$ cat src/rtl/sercfg_pkg.sv
package sercfg_pkg;
  localparam int FRAME_BITS = 24;
  localparam int ADDR_BITS  = 8;
  localparam int DATA_BITS  = 16;
  localparam int SHUNTS     = 6;
  localparam int CNT_W      = $clog2(FRAME_BITS);

  localparam logic [ADDR_BITS-1:0] ADR_CTRL = 8'h00;
  localparam logic [ADDR_BITS-1:0] ADR_PWR  = 8'h35;
  localparam logic [ADDR_BITS-1:0] ADR_FILT = 8'h3B;

  typedef struct packed {
    logic       ro_en;
    logic       pd_full;
    logic       pd_part;
    logic       bw_low;
    logic [2:0] gain;
  } cfg_t;

  // gain code k closes the k lowest shunt lines; codes past SHUNTS close all
  function automatic logic [SHUNTS-1:0] gain_to_shunts(input logic [2:0] code);
    logic [SHUNTS-1:0] t;
    t = '0;
    for (int i = 0; i < SHUNTS; i++)
      if (int'(code) > i) t[i] = 1'b1;
    return t;
  endfunction

  function automatic logic [DATA_BITS-1:0] read_word(input cfg_t c,
                                                      input logic [ADDR_BITS-1:0] a);
    logic [DATA_BITS-1:0] w;
    w = '0;
    case (a)
      ADR_CTRL: w[1] = c.ro_en;
      ADR_PWR:  begin w[15] = c.pd_full; w[14] = c.pd_part; end
      ADR_FILT: begin w[7] = c.bw_low; w[6:4] = c.gain; end
      default:  w = '0;
    endcase
    return w;
  endfunction
endpackage

$ cat src/rtl/sercfg_sync.sv
module sercfg_sync #(
  parameter int          W       = 8,
  parameter int          STAGES  = 2,
  parameter logic [W-1:0] RST_VAL = '0
) (
  input  logic         clk,
  input  logic         rst_n,
  input  logic [W-1:0] d,
  output logic [W-1:0] q
);
  logic [W-1:0] st [STAGES];

  always_ff @(posedge clk or negedge rst_n) begin
    if (!rst_n) begin
      for (int i = 0; i < STAGES; i++) st[i] <= RST_VAL;
    end else begin
      st[0] <= d;
      for (int i = 1; i < STAGES; i++) st[i] <= st[i-1];
    end
  end

  assign q = st[STAGES-1];
endmodule

$ cat src/rtl/sercfg_frame_rx.sv
module sercfg_frame_rx
  import sercfg_pkg::*;
(
  input  logic                  clk,
  input  logic                  rst_n,
  input  logic                  sclk_s,
  input  logic                  en_n_s,
  input  logic                  din_s,
  output logic                  sclk_fall,
  output logic                  frame_done,
  output logic [FRAME_BITS-1:0] frame_word,
  output logic [CNT_W-1:0]      bit_cnt,
  output logic [ADDR_BITS-1:0]  addr_now
);
  localparam logic [CNT_W-1:0] LAST = CNT_W'(FRAME_BITS - 1);

  logic                  sclk_d;
  logic                  sclk_rise;
  logic [FRAME_BITS-1:0] sh;

  always_ff @(posedge clk or negedge rst_n) begin
    if (!rst_n) sclk_d <= 1'b0;
    else        sclk_d <= sclk_s;
  end

  assign sclk_rise = sclk_s & ~sclk_d;
  assign sclk_fall = ~sclk_s & sclk_d;

  always_ff @(posedge clk or negedge rst_n) begin
    if (!rst_n) begin
      bit_cnt    <= '0;
      sh         <= '0;
      frame_done <= 1'b0;
      frame_word <= '0;
    end else begin
      frame_done <= 1'b0;
      if (en_n_s) begin
        bit_cnt <= '0;
      end else if (sclk_rise) begin
        sh <= {sh[FRAME_BITS-2:0], din_s};
        if (bit_cnt == LAST) begin
          bit_cnt    <= '0;
          frame_done <= 1'b1;
          frame_word <= {sh[FRAME_BITS-2:0], din_s};
        end else begin
          bit_cnt <= bit_cnt + 1'b1;
        end
      end
    end
  end

  assign addr_now = sh[ADDR_BITS-1:0];

  // a raised enable leaves the counter at the frame start
  p_cnt_clear_r2: assert property (@(posedge clk) disable iff (!rst_n)
    en_n_s |=> (bit_cnt == '0));
  // a word completes only on a qualified rising serial edge
  p_done_on_rise_r3: assert property (@(posedge clk) disable iff (!rst_n)
    frame_done |-> ($past(sclk_rise) && !$past(en_n_s)));
  // the count never runs past one frame
  p_cnt_range_r1: assert property (@(posedge clk) disable iff (!rst_n)
    bit_cnt <= LAST);
endmodule

$ cat src/rtl/sercfg_regs.sv
module sercfg_regs
  import sercfg_pkg::*;
(
  input  logic                  clk,
  input  logic                  rst_n,
  input  logic                  hw_rst_s,
  input  logic                  en_n_s,
  input  logic                  sclk_fall,
  input  logic                  frame_done,
  input  logic [FRAME_BITS-1:0] frame_word,
  input  logic [CNT_W-1:0]      bit_cnt,
  input  logic [ADDR_BITS-1:0]  addr_now,
  output cfg_t                  cfg,
  output logic                  ser_dout
);
  logic [ADDR_BITS-1:0] f_addr;
  logic [DATA_BITS-1:0] f_data;
  logic                 wr_ok;
  logic                 listed;
  logic [DATA_BITS-1:0] rd_val;
  logic [DATA_BITS-1:0] rd_sh;

  assign f_addr = frame_word[FRAME_BITS-1:DATA_BITS];
  assign f_data = frame_word[DATA_BITS-1:0];
  assign wr_ok  = frame_done && !hw_rst_s && (!cfg.ro_en || f_addr == ADR_CTRL);
  assign listed = (f_addr == ADR_CTRL) || (f_addr == ADR_PWR) || (f_addr == ADR_FILT);

  always_ff @(posedge clk or negedge rst_n) begin
    if (!rst_n) begin
      cfg <= '0;
    end else if (hw_rst_s) begin
      cfg <= '0;
    end else if (wr_ok) begin
      case (f_addr)
        ADR_CTRL: begin
          if (f_data[0]) cfg <= '0;
          else           cfg.ro_en <= f_data[1];
        end
        ADR_PWR: begin
          cfg.pd_full <= f_data[15];
          cfg.pd_part <= f_data[14];
        end
        ADR_FILT: begin
          cfg.bw_low <= f_data[7];
          cfg.gain   <= f_data[6:4];
        end
        default: ;
      endcase
    end
  end

  assign rd_val = read_word(cfg, addr_now);

  always_ff @(posedge clk or negedge rst_n) begin
    if (!rst_n) begin
      ser_dout <= 1'b0;
      rd_sh    <= '0;
    end else if (en_n_s || !cfg.ro_en) begin
      ser_dout <= 1'b0;
    end else if (sclk_fall) begin
      if (bit_cnt == CNT_W'(ADDR_BITS)) begin
        ser_dout <= rd_val[DATA_BITS-1];
        rd_sh    <= {rd_val[DATA_BITS-2:0], 1'b0};
      end else if (bit_cnt > CNT_W'(ADDR_BITS)) begin
        ser_dout <= rd_sh[DATA_BITS-1];
        rd_sh    <= {rd_sh[DATA_BITS-2:0], 1'b0};
      end else begin
        ser_dout <= 1'b0;
      end
    end
  end

  // hardware reset holds every register at zero
  p_hw_clear_r8: assert property (@(posedge clk) disable iff (!rst_n)
    hw_rst_s |=> (cfg == '0));
  // software reset clears all registers including itself
  p_swrst_clear_r6: assert property (@(posedge clk) disable iff (!rst_n)
    (frame_done && !hw_rst_s && f_addr == ADR_CTRL && f_data[0]) |=> (cfg == '0));
  // in readout mode only register 0x00 can be written
  p_ro_lock_r7: assert property (@(posedge clk) disable iff (!rst_n)
    (cfg.ro_en && frame_done && f_addr != ADR_CTRL && !hw_rst_s) |=> $stable(cfg));
  // readback line idles low while the enable is high
  p_dout_idle_r7: assert property (@(posedge clk) disable iff (!rst_n)
    en_n_s |=> !ser_dout);
  // unlisted addresses leave the registers alone
  p_unlisted_r10: assert property (@(posedge clk) disable iff (!rst_n)
    (frame_done && !listed && !hw_rst_s) |=> $stable(cfg));
endmodule

$ cat src/rtl/sercfg_ctrl.sv
module sercfg_ctrl
  import sercfg_pkg::*;
(
  input  logic              clk,
  input  logic              rst_n,
  input  logic              ser_en_n,
  input  logic              ser_clk,
  input  logic              ser_din,
  input  logic              hw_rst,
  input  logic              pdn_pin,
  input  logic [2:0]        gain_pin,
  output logic              ser_dout,
  output logic [SHUNTS-1:0] shunt_on,
  output logic              bw_low,
  output logic              pd_partial,
  output logic              pd_complete
);
  localparam int PINS = 8;
  localparam logic [PINS-1:0] PIN_RST = 8'b0000_0100;   // enable idles high

  logic [PINS-1:0]       pins_s;
  logic                  hw_s, pdn_s, en_n_s, sclk_s, din_s;
  logic [2:0]            gain_s;
  logic                  sclk_fall, frame_done;
  logic [FRAME_BITS-1:0] frame_word;
  logic [CNT_W-1:0]      bit_cnt;
  logic [ADDR_BITS-1:0]  addr_now;
  cfg_t                  cfg;
  logic [2:0]            gain_sel;

  sercfg_sync #(.W(PINS), .STAGES(2), .RST_VAL(PIN_RST)) i_sync (
    .clk(clk), .rst_n(rst_n),
    .d({hw_rst, pdn_pin, gain_pin, ser_en_n, ser_clk, ser_din}),
    .q(pins_s));

  assign {hw_s, pdn_s, gain_s, en_n_s, sclk_s, din_s} = pins_s;

  sercfg_frame_rx i_rx (
    .clk(clk), .rst_n(rst_n), .sclk_s(sclk_s), .en_n_s(en_n_s), .din_s(din_s),
    .sclk_fall(sclk_fall), .frame_done(frame_done), .frame_word(frame_word),
    .bit_cnt(bit_cnt), .addr_now(addr_now));

  sercfg_regs i_regs (
    .clk(clk), .rst_n(rst_n), .hw_rst_s(hw_s), .en_n_s(en_n_s),
    .sclk_fall(sclk_fall), .frame_done(frame_done), .frame_word(frame_word),
    .bit_cnt(bit_cnt), .addr_now(addr_now), .cfg(cfg), .ser_dout(ser_dout));

  assign gain_sel    = hw_s ? gain_s : cfg.gain;
  assign shunt_on    = gain_to_shunts(gain_sel);
  assign bw_low      = hw_s ? din_s : cfg.bw_low;
  assign pd_partial  = cfg.pd_part | pdn_s;
  assign pd_complete = cfg.pd_full;

  // shunt word is always a thermometer code
  p_thermo_r4: assert property (@(posedge clk) disable iff (!rst_n)
    $onehot0({1'b0, shunt_on} + 7'd1));
  // the power-down pin always reaches partial power-down
  p_pdn_force_r9: assert property (@(posedge clk) disable iff (!rst_n)
    pdn_s |-> pd_partial);
  // complete power-down cannot be set in pin mode
  p_pin_mode_pd_r8: assert property (@(posedge clk) disable iff (!rst_n)
    $past(hw_s) |-> !pd_complete);
endmodule

$ cat config.mk
export PLATFORM = sky130hd
export DESIGN_NAME = sercfg_ctrl
export DESIGN_NICKNAME = d
export VERILOG_FILES = /design/src/rtl/sercfg_pkg.sv /design/src/rtl/sercfg_sync.sv /design/src/rtl/sercfg_frame_rx.sv /design/src/rtl/sercfg_regs.sv /design/src/rtl/sercfg_ctrl.sv
export SDC_FILE = /design/constraint.sdc
export NUM_CORES = 1
export LEC_CHECK = 0
export ABC_CLOCK_PERIOD_IN_PS = 3500
export CAP_MARGIN = 20
export CORE_AREA = 2 2 87 89
export DETAILED_ROUTE_END_ITERATION = 10
export DIE_AREA = 0 0 89 91
export HOLD_SLACK_MARGIN = 0.12
export PLACE_DENSITY = 0.76
export SLEW_MARGIN = 25
export SYNTH_ARGS = -nofsm -noshare
export SYNTH_HDL_FRONTEND = slang
export SYNTH_HIERARCHICAL = 1
export SYNTH_SLANG_ARGS = --single-unit
$ cat constraint.sdc
create_clock -name clk -period 3.5 [get_ports clk]
set_input_delay 1.05 -clock clk [delete_from_list [all_inputs] [get_ports clk]]
set_output_delay 1.05 -clock clk [all_outputs]
set_load 0.02 [all_outputs]
==> metrics.txt, run 1 <==
number of buffers and inverters on the critical path 1; number of buffers inserted during clock tree synthesis 9; via count between 1500 and 2000; number of setup buffers added after CTS 0; H-tree level count 3; number of cells in the design after placement roughly 360; data required time at the worst endpoint roughly 2.5 ns; DRC violations left 0; actual transition at the worst max-transition pin about 0.79 ns; clock sink count 84; floorplan row count 31; element type at the critical path start flip-flop; number of hold buffers added after cts 0; wire length of the first global-routing pass 9350 um; area of the die 0.00810 mm^2; launching instance or port of the critical path i_sync/q[7]$_DFF_PN0_; total negative slack 0 ns; largest buffer count on any clock path 2; number of cells produced by synthesis approximately 260; Final min period 2.91 ns; outcome complete, no violations; timing-limited maximum frequency roughly 0.34 GHz; cells along the critical path mux2i_2 -> nand2_1 -> clkdlybuf4s50_1; insertion delay to the later sink of the worst-skew pair ~0.34 ns; gate family responsible for the most delay along the worst path flip-flops; Hold Worst Slack approximately 0.35 ns; Max transition margin 0.470; endpoint class of the critical path output port; starting density of the core 0.496; Ys Warns 6; clock tree from TritonCTS done; reg-to-reg critical path startpoint i_rx/bit_cnt[0]$_DFFE_PN0P_; worst IR drop on VDD 0.206 mV; area grow syn2layout 10.0%; layout cell share with drive strength beyond 1 0.262; average wire per cell in the routed design roughly 15 um; count of filler cells inserted in the layout a little over 600; DIE HEIGHT between 90 and 100 um; antenna violations before repair 0; Worst path slowest cell sky130_fd_sc_hd__dfrtp_1; maximum number of pins on one net before global-route repair 85; GRT Util Overall 0.150; area of the mapped netlist roughly 0.0035 mm^2; launch point of the worst hold path i_sync/st[8]$_DFF_PN0_; Via-to-Cell Ratio 5.24; Leak Pwr between 1.5 and 2 nW; buffer cell driving the clock tree root sky130_fd_sc_hd__clkbuf_8; HPWL after detailed placement between 3000 and 4000 um; post-synthesis average cell area approximately 13 um^2; final non-filler cell total 374; remaining antenna violation count 0; post-synth net total ~270; antenna fix cells 0; I/O pin cnt 20; drt pass-1 iters 4; power density over the cells 498 mW/mm^2; final cycle utilization of the critical path 0.831; core box area between 0.007 and 0.008 mm^2; wirelength, routed ~5600 um; Util after Layout 0.546; final-report hold violation count 0; vias in the first global route just under 2000; Max-cap violations 0; total power draw roughly 1.9 mW; Die W slightly below 90 um; count of cells resized by post-cts repair 0; final setup violation count 0; final-stage net count approximately 280; worst-path maximum fanout 12; unrepaired setup endpoints after global routing false; violation count after the first detailed-route iteration around 150; clock-pin slew on the worst setup and hold paths 0.08 ns; kind of critical path flip-flop to output port; worst clock skew on the final layout around 0.013 ns; register-to-register setup slack approximately 1.4 ns; worst hold path class flip-flop to flip-flop; final weighted congestion in routability-driven placement 0.819; maximum cell stage delay along the critical path slightly below 0.6 ns; data arrival time at the worst-slack endpoint between 1.5 and 2 ns; GRT overflow 0; fin. max-slew vios 0; count of port buffers added during placement 19
## layer usage
| metal | vias up | track usage | routed length (um) |
|---|---|---|---|
| met5 | - | 0 | 0 |
| met4 | 0 | 0.0597 | 77 |
| met3 | 5 | 0.0382 | 138 |
| met2 | 19 | 0.234 | 2740 |
| met1 | 984 | 0.201 | 2630 |
| li1 | 952 | - | - |
## worst paths after layout
path / to / depth (start not counted)
max in group asynchronous: i_rx/sh[19]$_DFFE_PN0P_ / 1
worst max register to register: i_rx/frame_word[22]$_DFFE_PN0P_ / 4
worst min-delay path: i_sync/q[0]$_DFF_PN0_ / 0
worst min register to register: i_sync/q[0]$_DFF_PN0_ / 0
worst max-delay path: shunt_on[1] / 3
min in group asynchronous: i_sync/st[9]$_DFF_PN0_ / 1
## power breakdown
group	internal [mW]	switching (mW)	total [mW]
registers	1.03	0.0568	1.08
logic	0.0686	0.0590	0.128
clock network	0.418	0.314	0.733
total	1.51	0.430	1.94
## layout make-up
class / instances / area [um^2] / area share
Sequential cell: 84 / 2100 / 0.540
Multi-Input combinational cell: 147 / 1220 / 0.313
Timing Repair Buffer: 21 / 206 / 0.0530
Clock buffer: 11 / 141 / 0.0363
Tap cell: 99 / 124 / 0.0318
Clock inverter: 5 / 75.1 / 0.0193
Inverter: 7 / 26.3 / 0.00674
## placed cells by master, fill, tap and decap left out, types with 4 or more instances in the layout
| cell type | count |
|---|---|
| sky130_fd_sc_hd__dfrtp_1 | 82 |
| sky130_fd_sc_hd__o21ai_0 | 4 |
| sky130_fd_sc_hd__a22o_1 | 12 |
| sky130_fd_sc_hd__clkdlybuf4s50_1 | 18 |
| sky130_fd_sc_hd__inv_1 | 7 |
| sky130_fd_sc_hd__nor2_1 | 12 |
| sky130_fd_sc_hd__mux2_2 | 40 |
| sky130_fd_sc_hd__a221oi_1 | 4 |
| sky130_fd_sc_hd__a21oi_1 | 10 |
| sky130_fd_sc_hd__mux2i_1 | 4 |
| sky130_fd_sc_hd__nand2_1 | 6 |
| sky130_fd_sc_hd__clkbuf_8 | 10 |
| sky130_fd_sc_hd__nor2b_1 | 4 |
## stage by stage
step | area (um^2) | worst slack, ns
after global placement | 3680 | 1.00
final | 3900 | 0.592
after floorplan | 3540 | 1.34
after detailed placement | 3680 | 0.961
after CTS | 3890 | 0.572
after global routing | 3900 | 0.486
## state kept, by name (all words and copies together), names as in the netlist
signal,cells
i_rx/frame_word,16
i_rx/sh,23
i_regs/ser_dout,1
i_rx/sclk_d,1
i_sync/q,8
i_regs/cfg,7
i_rx/bit_cnt,5
i_sync/st,8
i_rx/frame_done,1
i_regs/rd_sh,14
## worst reg2reg max path: cells and delay by family (launching register included)
| kind | cells | cell delay, ns |
|---|---|---|
| simple gates | 2 | 0.86 |
| flops | 1 | 0.44 |
| mux | 1 | 0.43 |
| fa+ha+maj | 1 | 0.22 |
No activity file was read; power rests on OpenSTA's default activity.
==> run 2: changes to the inputs <==
- ABC_CLOCK_PERIOD_IN_PS: 3500 -> 2500
- CORE_AREA: 2 2 87 89 -> 2 2 88 90
- DIE_AREA: 0 0 89 91 -> 0 0 90 92
- PLACE_DENSITY: 0.76 -> 0.77
- clock period: 3.5 -> 2.5 ns (I/O delays scaled with it)
==> run 2 against run 1 <==
  * First-iteration DRC count decreased by 35%
  * Die area is 2.2% higher
  * Global-route usage down 0.25 points
  * Register-to-register slack lost 0.70 ns
  * Setup slack worse by 0.56 ns
  * Cell count increased by 1.9%
  * Total power up 36%
  * Flip-flop and latch count stayed put
  * Clock power increased by 29%
  * Utilization down 2.0 points
  * Critical endpoint is now shunt_on[5]
  * Largest power group unchanged
==> metrics.txt, run 2 (synthesis results as in run 1) <==
H-tree level count 3; antenna fix cells 0; commonest cells after routing, fill and taps aside sky130_fd_sc_hd__dfrtp_1, sky130_fd_sc_hd__mux2_2, sky130_fd_sc_hd__clkdlybuf4s50_1; Worst path slowest cell sky130_fd_sc_hd__clkdlybuf4s50_1; number of buffers inserted during clock tree synthesis 9; DIE HEIGHT between 90 and 100 um; starting density of the core 0.476; antenna violations before repair 0; final-report hold violation count 0; largest register by flop count i_rx/sh; data arrival time at the worst-slack endpoint about 1.7 ns; DRC violations left 0; maximum number of pins on one net before global-route repair 47; max FFs per register 23; power density over the cells slightly below 700 mW/mm^2; final setup violation count 0; gate family responsible for the most delay along the worst path buffers and inverters; data required time at the worst endpoint about 1.8 ns; final-stage net count about 290; register area around 0.0021 mm^2; count of filler cells inserted in the layout around 640; floorplan row count 32; wirelength, routed ~5700 um; Final min period roughly 2.5 ns; final weighted congestion in routability-driven placement about 0.86; number of hold buffers added after cts 0; Max transition margin 0.441; average wire per cell in the routed design between 10 and 15 um; remaining antenna violation count 0; Leak Pwr 1.85 nW; area of the die 0.00828 mm^2; clock-pin slew on the worst setup and hold paths about 0.08 ns; clock tree from TritonCTS done; worst clock skew on the final layout between 0.007 and 0.008 ns; HPWL after detailed placement between 3000 and 4000 um; timing-limited maximum frequency between 0.4 and 0.5 GHz; number of buffers and inverters on the critical path 1; drt pass-1 iters 4; cells along the critical path mux2i_2 -> nor2_1 -> clkdlybuf4s50_1; kind of critical path flip-flop to output port; insertion delay to the later sink of the worst-skew pair roughly 0.34 ns; GRT Util Overall 0.148; buffer cell driving the clock tree root sky130_fd_sc_hd__clkbuf_8; violation count after the first detailed-route iteration between 90 and 100; total power draw 2.64 mW; worst-path maximum fanout 6; final cycle utilization of the critical path 0.986; worst hold path class flip-flop to flip-flop; I/O pin cnt 20; biggest regs i_rx/sh: 23 flops, i_rx/frame_word: 16 flops, i_regs/rd_sh: 14 flops; maximum cell stage delay along the critical path roughly 0.6 ns; unrepaired setup endpoints after global routing false; commonest non-fill, non-tap cell in the layout sky130_fd_sc_hd__dfrtp_1; clock sink count 84; outcome complete, no violations; largest buffer count on any clock path 2; Via-to-Cell Ratio between 5 and 6; actual transition at the worst max-transition pin 0.835 ns; core box area approximately 0.0074 mm^2; total negative slack 0 ns; element type at the critical path start flip-flop; multi-input gate area in the final layout about 0.0012 mm^2; area grow syn2layout 10.7%; via count 2037; GRT overflow 0; vias in the first global route slightly above 2000; endpoint class of the critical path output port; layout cell share with drive strength beyond 1 0.269; worst IR drop on VDD between 0.2 and 0.25 mV; fin. max-slew vios 0; Max-cap violations 0; Die W ~90 um; count of port buffers added during placement 19; wire length of the first global-routing pass roughly 9500 um
-- run 2: cell types whose count changed in the layout (fill, tap and decap cells not counted), sizes merged --
cell           delta
clkdlybuf4s50     -4
dlymetal6s2s      +3
bufinv            -1
buf               +4
clkbuf            +4
clkinv            -2
-- run 2: path summary, 6_finish.rpt --
path / slack, ns / from / cells after the start / endpoint
setup / recovery: 0.04 / i_sync/q[7]$_DFF_PN0_ / 3 / shunt_on[5]
hold / removal: 0.35 / i_sync/st[14]$_DFF_PN0_ / 0 / i_sync/q[6]$_DFF_PN0_
setup reg to reg: 0.74 / i_rx/bit_cnt[0]$_DFFE_PN0P_ / 5 / i_rx/frame_word[6]$_DFFE_PN0P_
hold reg to reg: 0.35 / i_sync/st[14]$_DFF_PN0_ / 0 / i_sync/q[6]$_DFF_PN0_
max in group asynchronous: 1.51 / rst_n / 2 / i_sync/q[7]$_DFF_PN0_
min in group asynchronous: 0.37 / rst_n / 1 / i_sync/st[9]$_DFF_PN0_
-- run 2: power by group --
part | internal, mW | switching (mW)
clock network | 0.516 | 0.429
logic | 0.0985 | 0.0857
registers | 1.44 | 0.0786
-- run 2: cell type report --
class	instances	area share
clock buffers	14	0.0415
clock inverters	2	0.00893
inverters	7	0.00670
multi-input cells	147	0.311
flip-flops and latches	84	0.537
well taps	102	0.0325
repair buffers	25	0.0622
-- run 2: routing by layer --
metal,track usage,vias to the layer above,routed length (um)
met5,0,-,0
met4,0.105,0,162
met3,0.0288,12,166
met2,0.234,33,2700
met1,0.183,1025,2670
li1,-,967,-
-- run 2: metrics by stage --
stage          cell area [um^2]  worst slack (ns)  hold WS, ns  std cells  utilization
6_report                   3920            0.0362        0.347        381        0.527
5_1_grt                    3920           0.00231        0.354        381        0.527
4_1_cts                    3920            0.0142        0.353        381        0.526
3_5_place_dp               3710             0.184        0.336        363        0.498
3_3_place_gp               3710             0.301        0.333        363        0.498
2_1_floorplan              3540             0.638        0.331        263            -
-- run 2: worst reg2reg max path, delay by kind of cell, from the launching register on --
family                     cells  cell delay, ns
DFF                            1            0.43
muxes                          1            0.38
and+or+nand+nor                2            0.35
buffers and inverters          1            0.27
adders and majority gates      1            0.22
-- run 2: what timing repair did --
action | in CTS | in global routing
setup endpoints to repair | 7 | 4
setup buffers | 2 | 0
cloned | 0 | 0
gates resized for setup | 2 | 5
pin swaps | 0 | 0
==> run 3: changes to the inputs <==
--- a/config.mk
+++ b/config.mk
@@ -7,2 +7,3 @@
 export LEC_CHECK = 0
+export ABC_AREA = 0
 export ABC_CLOCK_PERIOD_IN_PS = 2500
==> constraint.sdc (replaced) <==
create_clock -name clk -period 2.5 [get_ports clk]
set_input_delay 0.625 -clock clk [delete_from_list [all_inputs] [get_ports clk]]
set_output_delay 0.625 -clock clk [all_outputs]
set_load 0.02 [all_outputs]
==> run 3 against run 2 <==
  * Sequential power hardly changed
  * Register-to-register slack lost 0.05 ns
  * Setup slack better by 0.072 ns
  * Clock skew about the same
  * Via count up 0.39%
  * Fmax is 3.0% higher
  * First-iteration DRC count fell by 15%
  * Die area is the same
  * Critical path depth unchanged
  * Combinational power about the same
  * Critical endpoint unchanged
==> metrics.txt, run 3 (synthesis results as in run 1) <==
violation count after the first detailed-route iteration 82; via count 2045; data arrival time at the worst-slack endpoint around 1.8 ns; Leak Pwr around 1.8 nW; H-tree level count 3; area grow syn2layout 10.5%; count of port buffers added during placement 19; Die W 90 um; data required time at the worst endpoint 1.88 ns; area of the die 0.00828 mm^2; core box area about 0.0074 mm^2; Via-to-Cell Ratio between 5 and 6; endpoint class of the critical path output port; wirelength, routed between 5000 and 6000 um; drt pass-1 iters 4; number of buffers inserted during clock tree synthesis 9; fin. max-slew vios 0; DRC violations left 0; actual transition at the worst max-transition pin slightly below 0.8 ns; maximum number of pins on one net before global-route repair between 40 and 50; multi-input gate area in the final layout approximately 0.0012 mm^2; final cycle utilization of the critical path 0.957; buffer cell driving the clock tree root sky130_fd_sc_hd__clkbuf_8; worst hold path class primary input to async pin; HPWL after detailed placement approximately 3900 um; timing-limited maximum frequency about 0.42 GHz; Max-cap violations 0; largest buffer count on any clock path 2; count of filler cells inserted in the layout between 600 and 700; element type at the critical path start flip-flop; final-stage net count 283; largest register by flop count i_rx/sh; worst IR drop on VDD 0.229 mV; placed cell area about 0.0037 mm^2; worst clock skew on the final layout 0.00696 ns; GRT overflow 0; starting density of the core 0.476; commonest cells after routing, fill and taps aside sky130_fd_sc_hd__dfrtp_1, sky130_fd_sc_hd__mux2_2, sky130_fd_sc_hd__clkdlybuf4s50_1; DIE HEIGHT around 92 um; power density over the cells 680 mW/mm^2; vias in the first global route roughly 2000; unrepaired setup endpoints after global routing false; clock-pin slew on the worst setup and hold paths approximately 0.080 ns; final weighted congestion in routability-driven placement about 0.84; layout cell share with drive strength beyond 1 0.271; insertion delay to the later sink of the worst-skew pair around 0.35 ns; worst-path maximum fanout 12; Max transition margin 0.469; floorplan row count 32; number of setup buffers added after CTS 0; number of hold buffers added after cts 0; biggest regs i_rx/sh: 23 flops, i_rx/frame_word: 16 flops, i_regs/rd_sh: 14 flops; antenna violations before repair 0; GRT Util Overall 0.154; Hold Worst Slack 0.231 ns; I/O pin cnt 20; register area about 0.0021 mm^2; Final min period around 2.4 ns; clock sink count 84; antenna fix cells 0; commonest non-fill, non-tap cell in the layout sky130_fd_sc_hd__dfrtp_1; remaining antenna violation count 0; outcome complete, no violations; max FFs per register 23; final setup violation count 0; wire length of the first global-routing pass roughly 9800 um; total negative slack 0 ns; kind of critical path flip-flop to output port; clock tree from TritonCTS done; final-report hold violation count 0; average wire per cell in the routed design ~15 um; total non-filler cell area in the finished layout approximately 0.0039 mm^2
[run 3: repair_timing]
| item | in CTS | in global routing |
|---|---|---|
| pin swaps | 0 | 0 |
| cloned | 0 | 0 |
| resized for setup | 1 | 1 |
| setup endpoints to repair | 5 | 1 |
[run 3: path summary, 6_finish.rpt]
path | cells past startpoint | end | slack (ns) | from
hold / removal | 1 | i_sync/st[9]$_DFF_PN0_ | 0.23 | rst_n
setup / recovery | 3 | shunt_on[5] | 0.11 | i_sync/q[7]$_DFF_PN0_
setup reg to reg | 5 | i_rx/frame_word[14]$_DFFE_PN0P_ | 0.69 | i_rx/bit_cnt[0]$_DFFE_PN0P_
max in group asynchronous | 2 | i_sync/q[7]$_DFF_PN0_ | 1.67 | rst_n
hold reg to reg | 0 | i_sync/q[5]$_DFF_PN0_ | 0.35 | i_sync/st[13]$_DFF_PN0_
min in group clk | 0 | i_sync/q[5]$_DFF_PN0_ | 0.35 | i_sync/st[13]$_DFF_PN0_
[run 3: metal layers]
| metal | wire length (um) | track usage | up-vias | share of wire |
|---|---|---|---|---|
| met3 | 164 | 0.0345 | 15 | 0.029 |
| li1 | - | - | 960 | - |
| met4 | 195 | 0.109 | 0 | 0.034 |
| met2 | 2680 | 0.231 | 39 | 0.47 |
| met1 | 2630 | 0.198 | 1031 | 0.46 |
| met5 | 0 | 0 | - | 0 |
[run 3: worst max-delay path, cell delays in order, from the launching register on]
cell                              delay [ns]
sky130_fd_sc_hd__dfrtp_2                0.50
sky130_fd_sc_hd__mux2i_2                0.20
sky130_fd_sc_hd__nor2_1                 0.11
sky130_fd_sc_hd__clkdlybuf4s50_1        0.60
[run 3: final cells by class]
class                      count  share of cell area
inverter                       7             0.00671
clock buffer                  12              0.0396
clock inverter                 4              0.0121
sequential                    84               0.538
tap                          102              0.0326
timing repair buffer          23              0.0594
multi-input combinational    147               0.312
[run 3: power breakdown]
| group | switching (mW) | internal [mW] |
|---|---|---|
| clock | 0.452 | 0.513 |
| combinational | 0.0851 | 0.0986 |
| sequential | 0.0790 | 1.44 |
[run 3: stage by stage]
stage / setup WS [ns] / utilization / std cells / total power, mW
floorplan: 0.763 / - / 263 / 1.71
global placement: 0.424 / 0.498 / 363 / 1.72
detailed placement: 0.339 / 0.498 / 363 / 1.73
CTS: 0.00806 / 0.525 / 379 / 2.70
global route: 0.0441 / 0.526 / 379 / 2.78
finish: 0.109 / 0.526 / 379 / 2.66
